--- src/rtl/bsq_pkg.sv ---
// Package: shared types and helpers for the burst column sequencer.
// Assumes at most eight beats per burst, so the offset field is three bits wide.
package bsq_pkg;

    localparam int OFS_W = 3;

    // Burst-length code as presented on the start interface
    typedef enum logic [1:0] {
        BL_TWO   = 2'd0,
        BL_FOUR  = 2'd1,
        BL_EIGHT = 2'd2,
        BL_RSVD  = 2'd3
    } bl_code_e;

    // Offset mask for a length code; the reserved code maps to zero
    function automatic logic [OFS_W-1:0] code_mask(input logic [1:0] code);
        logic [OFS_W-1:0] m;
        case (code)
            BL_TWO:   m = 3'b001;
            BL_FOUR:  m = 3'b011;
            BL_EIGHT: m = 3'b111;
            default:  m = 3'b000;
        endcase
        return m;
    endfunction

endpackage

--- src/rtl/bsq_ctrl.sv ---
// Module: bsq_ctrl
// Accepts start requests, captures the burst parameters and steps a beat
// counter through one burst. Assumes the caller holds start_i for one cycle
// per request. Reports last beat, the captured mask and base, and an error
// pulse for the reserved length code.
module bsq_ctrl
    import bsq_pkg::*;
#(
    parameter int COL_W = 10
) (
    input  logic             clk,
    input  logic             rst_n,
    input  logic             start_i,
    input  logic [COL_W-1:0] start_col_i,
    input  logic [1:0]       len_code_i,
    input  logic             ilv_i,
    output logic             active_o,
    output logic [OFS_W-1:0] beat_o,
    output logic             last_o,
    output logic [OFS_W-1:0] mask_o,
    output logic [COL_W-1:0] base_o,
    output logic             ilv_o,
    output logic             err_o
);

    logic             active_q;
    logic [OFS_W-1:0] beat_q;
    logic [OFS_W-1:0] mask_q;
    logic [COL_W-1:0] base_q;
    logic             ilv_q;
    logic             err_q;
    logic             final_beat;
    logic             accept;
    logic             legal;

    // Decode the final beat, acceptance window and code legality
    always_comb begin
        final_beat = active_q && (beat_q == mask_q);
        accept     = start_i && (!active_q || final_beat);
        legal      = (len_code_i != BL_RSVD);
    end

    // Capture burst parameters on accept, advance or finish otherwise
    always_ff @(posedge clk) begin
        if (!rst_n) begin
            active_q <= 1'b0;
            beat_q   <= '0;
            mask_q   <= '0;
            base_q   <= '0;
            ilv_q    <= 1'b0;
            err_q    <= 1'b0;
        end else begin
            err_q <= accept && !legal;
            if (accept && legal) begin
                active_q <= 1'b1;
                beat_q   <= '0;
                mask_q   <= code_mask(len_code_i);
                base_q   <= start_col_i;
                ilv_q    <= ilv_i;
            end else if (active_q) begin
                if (final_beat) begin
                    active_q <= 1'b0;
                end else begin
                    beat_q <= beat_q + 1'b1;
                end
            end
        end
    end

    // Drive outputs from state
    always_comb begin
        active_o = active_q;
        beat_o   = beat_q;
        last_o   = final_beat;
        mask_o   = mask_q;
        base_o   = base_q;
        ilv_o    = ilv_q;
        err_o    = err_q;
    end

    assert_beat_in_range_R2: assert property (@(posedge clk) disable iff (!rst_n)
        active_q |-> (beat_q <= mask_q));

    assert_first_beat_R2: assert property (@(posedge clk) disable iff (!rst_n)
        (accept && legal) |=> (active_q && beat_q == '0));

    assert_busy_holds_R8: assert property (@(posedge clk) disable iff (!rst_n)
        (active_q && !final_beat) |=> active_q);

    assert_mid_start_ignored_R8: assert property (@(posedge clk) disable iff (!rst_n)
        (start_i && active_q && !final_beat) |=> ($stable(base_q) && $stable(mask_q)));

    assert_err_idle_R9: assert property (@(posedge clk) disable iff (!rst_n)
        err_q |-> !active_q);

endmodule

--- src/rtl/bsq_permute.sv ---
// Module: bsq_permute
// Combinational offset generator. Takes the captured start offset, the beat
// index and the block mask, and returns the offset for the beat in wrapping
// or interleaved order. Assumes beat_i never exceeds mask_i.
module bsq_permute
    import bsq_pkg::*;
(
    input  logic [OFS_W-1:0] start_ofs_i,
    input  logic [OFS_W-1:0] beat_i,
    input  logic [OFS_W-1:0] mask_i,
    input  logic             ilv_i,
    output logic [OFS_W-1:0] ofs_o
);

    logic [OFS_W-1:0] wrap_ofs;
    logic [OFS_W-1:0] xor_ofs;

    // Form both orderings and keep only the bits inside the block
    always_comb begin
        wrap_ofs = (start_ofs_i + beat_i) & mask_i;
        xor_ofs  = (start_ofs_i ^ beat_i) & mask_i;
        ofs_o    = ilv_i ? xor_ofs : wrap_ofs;
    end

endmodule

--- src/rtl/burst_col_seq.sv ---
// Module: burst_col_seq (top)
// Emits one column address per beat for a burst of 2, 4 or 8 beats. Bits
// inside the aligned block come from the offset generator; bits above it come
// from the captured start column. Assumes COL_W is wider than the offset field.
module burst_col_seq
    import bsq_pkg::*;
#(
    parameter int COL_W = 10
) (
    input  logic             clk,
    input  logic             rst_n,
    input  logic             start_i,
    input  logic [COL_W-1:0] start_col_i,
    input  logic [1:0]       len_code_i,
    input  logic             ilv_i,
    output logic [COL_W-1:0] col_o,
    output logic             valid_o,
    output logic             last_o,
    output logic             busy_o,
    output logic             err_o
);

    localparam int HI_W = COL_W - OFS_W;

    logic             active;
    logic [OFS_W-1:0] beat;
    logic             final_beat;
    logic [OFS_W-1:0] mask;
    logic [COL_W-1:0] base;
    logic             ilv;
    logic             err;
    logic [OFS_W-1:0] ofs;
    logic [COL_W-1:0] merged;

    bsq_ctrl #(.COL_W(COL_W)) ctrl_i (
        .clk         (clk),
        .rst_n       (rst_n),
        .start_i     (start_i),
        .start_col_i (start_col_i),
        .len_code_i  (len_code_i),
        .ilv_i       (ilv_i),
        .active_o    (active),
        .beat_o      (beat),
        .last_o      (final_beat),
        .mask_o      (mask),
        .base_o      (base),
        .ilv_o       (ilv),
        .err_o       (err)
    );

    bsq_permute perm_i (
        .start_ofs_i (base[OFS_W-1:0]),
        .beat_i      (beat),
        .mask_i      (mask),
        .ilv_i       (ilv),
        .ofs_o       (ofs)
    );

    // Per-bit merge: offset bits where the mask is set, base bits elsewhere
    for (genvar b = 0; b < OFS_W; b++) begin : g_low
        always_comb merged[b] = mask[b] ? ofs[b] : base[b];
    end
    // Upper bits always follow the captured base
    always_comb merged[COL_W-1:OFS_W] = base[COL_W-1:OFS_W];

    // Drive ports, zeroing the column when idle
    always_comb begin
        col_o   = active ? merged : '0;
        valid_o = active;
        last_o  = final_beat;
        busy_o  = active;
        err_o   = err;
    end

    assert_last_with_valid_R3: assert property (@(posedge clk) disable iff (!rst_n)
        last_o |-> valid_o);

    assert_upper_fixed_R6: assert property (@(posedge clk) disable iff (!rst_n)
        (valid_o && !last_o) |=> (col_o[COL_W-1:OFS_W] == $past(col_o[COL_W-1:OFS_W])));

    assert_last_ends_R3: assert property (@(posedge clk) disable iff (!rst_n)
        (last_o && !start_i) |=> !valid_o);

    assert_err_no_beat_R9: assert property (@(posedge clk) disable iff (!rst_n)
        err_o |-> !valid_o);

    initial assert_width_ok: assert (HI_W > 0);

endmodule

--- config.mk ---
export PLATFORM = sky130hd
export DESIGN_NAME = burst_col_seq
export DESIGN_NICKNAME = d
export VERILOG_FILES = /design/src/rtl/bsq_pkg.sv /design/src/rtl/bsq_ctrl.sv /design/src/rtl/bsq_permute.sv /design/src/rtl/burst_col_seq.sv
export SDC_FILE = /design/constraint.sdc
export NUM_CORES = 1
export LEC_CHECK = 0
export BUFFER_PORTS_ARGS = -buffer_cell sky130_fd_sc_hd__buf_2
export CAP_MARGIN = 20
export CORE_UTILIZATION = 30
export DETAILED_ROUTE_END_ITERATION = 10
export PLACE_DENSITY_LB_ADDON = 0.25
export SLEW_MARGIN = 40
export SYNTH_ARGS = -nofsm -noshare
export SYNTH_HDL_FRONTEND = slang
export SYNTH_SLANG_ARGS = --single-unit
export TNS_END_PERCENT = 100
--- constraint.sdc ---
create_clock -name clk -period 3.9 [get_ports clk]
set_clock_uncertainty 0.1 [all_clocks]
set_input_delay 0.78 -clock clk [delete_from_list [all_inputs] [get_ports clk]]
set_output_delay 0.78 -clock clk [all_outputs]
set_load 0.005 [all_outputs]
==> report_table.html <==
<table>
<tr><th>Metric</th><th>Value</th></tr>
<tr><th colspan="2">Clock network</th></tr>
<tr><td>Hold-fix buffer count after cts</td><td>0</td></tr>
<tr><td>Clk_lat worst skew</td><td>between 200 and 300 ps</td></tr>
<tr><td>CTS tree</td><td>built</td></tr>
<tr><td>Buffers from clock root to sink, at most</td><td>2</td></tr>
<tr><td>Clk pin slew, worst setup/hold paths</td><td>about 70 ps</td></tr>
<tr><td>Clock Root Buffer</td><td>clkbuf_8</td></tr>
<tr><td>Number of clock buffers inserted by TritonCTS</td><td>3</td></tr>
<tr><td>Number of instances resized during post-cts repair</td><td>0</td></tr>
<tr><td>Number of setup buffers added after CTS</td><td>0</td></tr>
<tr><td>Count of clock tree sinks</td><td>19</td></tr>
<tr><td>Htree depth</td><td>1</td></tr>
<tr><th colspan="2">Routing</th></tr>
<tr><td>First-pass DRT Iterations</td><td>4</td></tr>
<tr><td>Final antenna-violating net count</td><td>0</td></tr>
<tr><td>Remaining DRCs</td><td>0</td></tr>
<tr><td>Total number of vias</td><td>846</td></tr>
<tr><td>DR WL/cell</td><td>10.99 µm</td></tr>
<tr><td>Violation count after the first detailed-route iteration</td><td>48</td></tr>
<tr><td>DRT Wirelength</td><td>about 2100 µm</td></tr>
<tr><td>Drt via density</td><td>between 4 and 5</td></tr>
<tr><th colspan="2">Pwr</th></tr>
<tr><td>Switching share of power</td><td>26.19%</td></tr>
<tr><td>Share of total power in the clock network</td><td>around 32%</td></tr>
<tr><td>Power Internal</td><td>~0.31 mW</td></tr>
<tr><td>Leakage power summed over all cells</td><td>between 0.6 and 0.7 nW</td></tr>
<tr><td>Power Total</td><td>around 0.42 mW</td></tr>
<tr><td>PwrDens</td><td>about 330 nW/µm²</td></tr>
<tr><td>Logic pwr share</td><td>roughly 15%</td></tr>
<tr><td>Portion of total power attributed to sequential cells</td><td>a little over half</td></tr>
<tr><td>Maximum vdd ir drop</td><td>0.1054 mV</td></tr>
<tr><td>Power spent charging and discharging nets</td><td>~0.11 mW</td></tr>
<tr><th colspan="2">Layout</th></tr>
<tr><td>Share of the core filled with cells</td><td>approximately 37%</td></tr>
<tr><td>Multi-input combinational cell area</td><td>638.1 µm²</td></tr>
<tr><td>Final Instance Area</td><td>between 1000 and 1500 µm²</td></tr>
<tr><td>Final #Nets</td><td>between 150 and 200</td></tr>
<tr><td>Final cell count without fillers</td><td>roughly 190</td></tr>
<tr><td>Share of layout cells above drive strength 1</td><td>28.37%</td></tr>
<tr><td>Antenna diode count</td><td>0</td></tr>
<tr><td>Synthesis-to-layout area growth</td><td>16.21%</td></tr>
<tr><td>Layout fillers</td><td>368</td></tr>
<tr><td>Reg area</td><td>approximately 380 µm²</td></tr>
<tr><th colspan="2">GRT</th></tr>
<tr><td>Met2 layer usage reported by global route</td><td>18.89%</td></tr>
<tr><td>Largest net degree at the start of global routing</td><td>32</td></tr>
<tr><td>Most used routing layer</td><td>met2</td></tr>
<tr><td>Antenna violations before repair</td><td>0</td></tr>
<tr><td>Global-route wire length before repair</td><td>between 3000 and 4000 µm</td></tr>
<tr><td>Via count of the first global-routing pass</td><td>between 800 and 900</td></tr>
<tr><td>Overflow left after global routing</td><td>0</td></tr>
<tr><td>Overall global routing resource usage</td><td>between 10% and 20%</td></tr>
<tr><td>Met1 Use GR</td><td>14.62%</td></tr>
<tr><td>Grt met3 use</td><td>about 1.8%</td></tr>
<tr><th colspan="2">Timing</th></tr>
<tr><td>Max-slew headroom</td><td>62.39%</td></tr>
<tr><td>Final worst hold slack</td><td>approximately 360 ps</td></tr>
<tr><td>Post-route setup TNS</td><td>0 ps</td></tr>
<tr><td>Slew @ Worst Pin</td><td>~560 ps</td></tr>
<tr><td>Final Hold Viols</td><td>0</td></tr>
<tr><td>Time the worst path needs with I/O delays and setup</td><td>2863 ps</td></tr>
<tr><td>Max frequency</td><td>349.3 MHz</td></tr>
<tr><td>RSZ-0062 raised after global routing</td><td>false</td></tr>
<tr><td>Worst Slack Setup Final</td><td>roughly 1000 ps</td></tr>
<tr><td>Share of the clock period used by the worst path after layout</td><td>about three quarters</td></tr>
<tr><td>Number of setup violations in the final report</td><td>0</td></tr>
<tr><td>Slew Limit Fails</td><td>0</td></tr>
<tr><th colspan="2">Synthesis</th></tr>
<tr><td>Post-Synth Simple-Gate Area</td><td>between 20% and 30%</td></tr>
<tr><td>Part of the Yosys area used for sequential elements</td><td>34.47%</td></tr>
<tr><td>Mux contribution to synthesized area</td><td>between 10 and 15%</td></tr>
<tr><td>Mean instance size in the synthesized netlist</td><td>between 9 and 10 µm²</td></tr>
<tr><td>Cell area after technology mapping</td><td>1104 µm²</td></tr>
<tr><td>Count of mapped cells out of synthesis</td><td>around 120</td></tr>
<tr><td>XOR/XNOR Fraction of Synth Area</td><td>around 5.3%</td></tr>
<tr><td>Dominant combinational cell family by area after synthesis</td><td>simple AND/OR/NAND/NOR gates</td></tr>
<tr><td>Yosys warns</td><td>0</td></tr>
<tr><td>Count of unique library cells instantiated by Yosys</td><td>34</td></tr>
<tr><td>Nets in the synthesized netlist</td><td>about 140</td></tr>
<tr><td>Adder and majority gate portion of the synthesized area</td><td>8.617%</td></tr>
<tr><td>Register bit total from synthesis</td><td>19</td></tr>
<tr><td>Complex-gate fraction of the synthesized area</td><td>under 10%</td></tr>
<tr><th colspan="2">Worst setup path</th></tr>
<tr><td>Family with the most delay on the worst path</td><td>adder cells</td></tr>
<tr><td>Capturing instance or port of the critical path</td><td>col_o[2]</td></tr>
<tr><td>Crit-path max cell delay</td><td>400 ps</td></tr>
<tr><td>Required time of the worst setup path</td><td>3020 ps</td></tr>
<tr><td>Critical R2R Capture</td><td>ctrl_i.base_o[6]</td></tr>
<tr><td>Library cell contributing the largest single delay on the critical path</td><td>dfxtp_1</td></tr>
<tr><td>Maximum fanout encountered on the critical timing path</td><td>5</td></tr>
<tr><td>Arrival time reported for the critical path endpoint</td><td>between 1500 and 2000 ps</td></tr>
<tr><td>Start-to-end type of the worst setup path</td><td>reg -&gt; out</td></tr>
<tr><td>CP Capture Type</td><td>output port</td></tr>
<tr><td>Worst setup path startpoint</td><td>ctrl_i.beat_o[0]</td></tr>
<tr><td>Setup slack of the most critical reg-to-reg path</td><td>between 2000 and 2500 ps</td></tr>
<tr><td>Number of cells on the critical path</td><td>8</td></tr>
<tr><td>Reg2reg path depth</td><td>4</td></tr>
<tr><td>Element type at the critical path start</td><td>flop</td></tr>
<tr><td>Crit path buffers/inverters</td><td>2</td></tr>
<tr><td>Cell chain of the critical path</td><td>ha_1 &gt; inv_1 &gt; fa_1 &gt; o21a_1 &gt; o21ai_0 &gt; xnor2_1 &gt; and2_1 &gt; buf_2</td></tr>
<tr><td>R2r startpoint</td><td>ctrl_i.mask_o[1]</td></tr>
<tr><th colspan="2">Die</th></tr>
<tr><td>Overall die width</td><td>62.65 µm</td></tr>
<tr><td>Placeable Area</td><td>3442 µm²</td></tr>
<tr><td>Die Outline Area</td><td>a little under 4000 µm²</td></tr>
<tr><td>Number of standard-cell rows in the floorplan</td><td>21</td></tr>
<tr><td>Initial cell density of the core</td><td>between 30 and 40%</td></tr>
<tr><td>Num ports</td><td>30</td></tr>
<tr><td>Die boundary height</td><td>roughly 63 µm</td></tr>
<tr><th colspan="2">Placed design</th></tr>
<tr><td>Final RePlAce weighted congestion</td><td>roughly 0.74</td></tr>
<tr><td>Worst setup timing slack at the placement stage</td><td>approximately 1300 ps</td></tr>
<tr><td>Placed wire-length estimate after detailed placement</td><td>~1600 µm</td></tr>
<tr><td># port buffers</td><td>29</td></tr>
<tr><td>DP Area</td><td>between 1000 and 1500 µm²</td></tr>
<tr><td>Instance count after placement with tap cells included</td><td>183</td></tr>
<tr><th colspan="2">Flow run</th></tr>
<tr><td>Number of maximum-capacitance violations</td><td>0</td></tr>
<tr><th colspan="2">Min path</th></tr>
<tr><td>Worst hold path type</td><td>reg -&gt; reg</td></tr>
<tr><th colspan="2">Run status</th></tr>
<tr><td>Outcome</td><td>finished, final reports clean</td></tr>
</table>
-- cell families after synthesis --
group,after synthesis
and+or+nand+nor,49
DFF,19
muxes,15
buffers and inverters,11
AOI/OAI and AO/OA,9
adders and majority gates,7
xor gates and xnor gates,5
-- power groups by stage --
stage | Sequential [mW] | Clock [mW] | Combinational, mW
after global routing | 0.222 | 0.147 | 0.0726
after global placement | 0.224 | 0 | 0.0639
final | 0.219 | 0.135 | 0.0645
after floorplan | 0.219 | 0 | 0.0539
after CTS | 0.220 | 0.142 | 0.0659
after detailed placement | 0.224 | 0 | 0.0655
-- synth_stat cells --
| cell | instances | area [µm²] |
|---|---|---|
| nand2_1 | 26 | 97.59 |
| dfxtp_1 | 19 | 380.4 |
| mux2i_1 | 14 | 140.1 |
| and2_1 | 8 | 50.05 |
| ha_1 | 6 | 75.07 |
| inv_1 | 4 | 15.01 |
| and3_1 | 3 | 18.77 |
| nor2b_1 | 3 | 18.77 |
| dlygate4sd1_1 | 2 | 17.52 |
| nand3_1 | 2 | 10.01 |
| o211a_1 | 2 | 20.02 |
| o21ai_0 | 2 | 10.01 |
| xnor2_1 | 2 | 17.52 |
| xor2_2 | 2 | 32.53 |
| a21boi_0 | 1 | 7.510 |
| and2_4 | 1 | 8.760 |
| and2b_2 | 1 | 8.760 |
| and4_2 | 1 | 10.01 |
| buf_12 | 1 | 20.02 |
| buf_4 | 1 | 7.510 |
| buf_6 | 1 | 11.26 |
| clkbuf_1 | 1 | 3.750 |
| dlygate4sd3_1 | 1 | 10.01 |
| fa_1 | 1 | 20.02 |
| mux2_2 | 1 | 11.26 |
| nor2_1 | 1 | 3.750 |
| nor3_1 | 1 | 5.000 |
| nor3b_1 | 1 | 7.510 |
| nor4b_1 | 1 | 8.760 |
| o21a_1 | 1 | 7.510 |
| o311a_1 | 1 | 10.01 |
| o311ai_0 | 1 | 8.760 |
| o31ai_4 | 1 | 21.27 |
| xor2_1 | 1 | 8.760 |
-- final cells by class --
| cell class | count | share of cell area [%] |
|---|---|---|
| timing repair buffer | 29 | 11.32 |
| tap | 46 | 4.488 |
| clock buffer | 3 | 3.220 |
| multi-input combinational | 85 | 49.76 |
| sequential | 19 | 29.66 |
| inverter | 4 | 1.171 |
| clock inverter | 1 | 0.3902 |
-- worst min path at each step --
stage | start | endpoint | slack, ps | depth (start not counted)
finish | ctrl_i.base_o[7] | ctrl_i.base_o[7] | 360 | 2
global route | ctrl_i.base_o[4] | ctrl_i.base_o[4] | 370 | 2
CTS | ctrl_i.base_o[7] | ctrl_i.base_o[7] | 360 | 2
detailed placement | ctrl_i.base_o[7] | ctrl_i.base_o[7] | 350 | 2
global placement | ctrl_i.base_o[4] | ctrl_i.base_o[4] | 340 | 2
floorplan | ctrl_i.base_o[3] | ctrl_i.base_o[3] | 330 | 2
-- per-layer routing --
layer	vias up	share of wire, %
met5	-	0
met1	395	46
met3	4	3.2
met2	15	49
li1	432	-
met4	0	2.0
-- flip-flops by register name, indices dropped and copies added (netlist names) --
signal           flops
ctrl_i.beat_o        3
ctrl_i.err_o         1
ctrl_i.mask_o        3
ctrl_i.base_o       10
ctrl_i.active_o      1
ctrl_i.ilv_o         1
-- worst min-delay path: stages, from the launching register on --
cell     delay [ps]
dfxtp_1         310
nand2_1          50
mux2i_1          50
-- placed cells by master, fill, tap and decap left out, drive strengths merged, types with 2 or more instances in the layout --
| master | n |
|---|---|
| mux2i | 14 |
| nand3 | 2 |
| xnor2 | 2 |
| and3 | 3 |
| nand2 | 26 |
| dfxtp | 19 |
| ha | 6 |
| inv | 4 |
| nor2b | 3 |
| and2 | 9 |
| xor2 | 3 |
| clkbuf | 3 |
| o21ai | 2 |
| o211a | 2 |
| buf | 29 |
No activity file was read; power rests on OpenSTA's default activity.
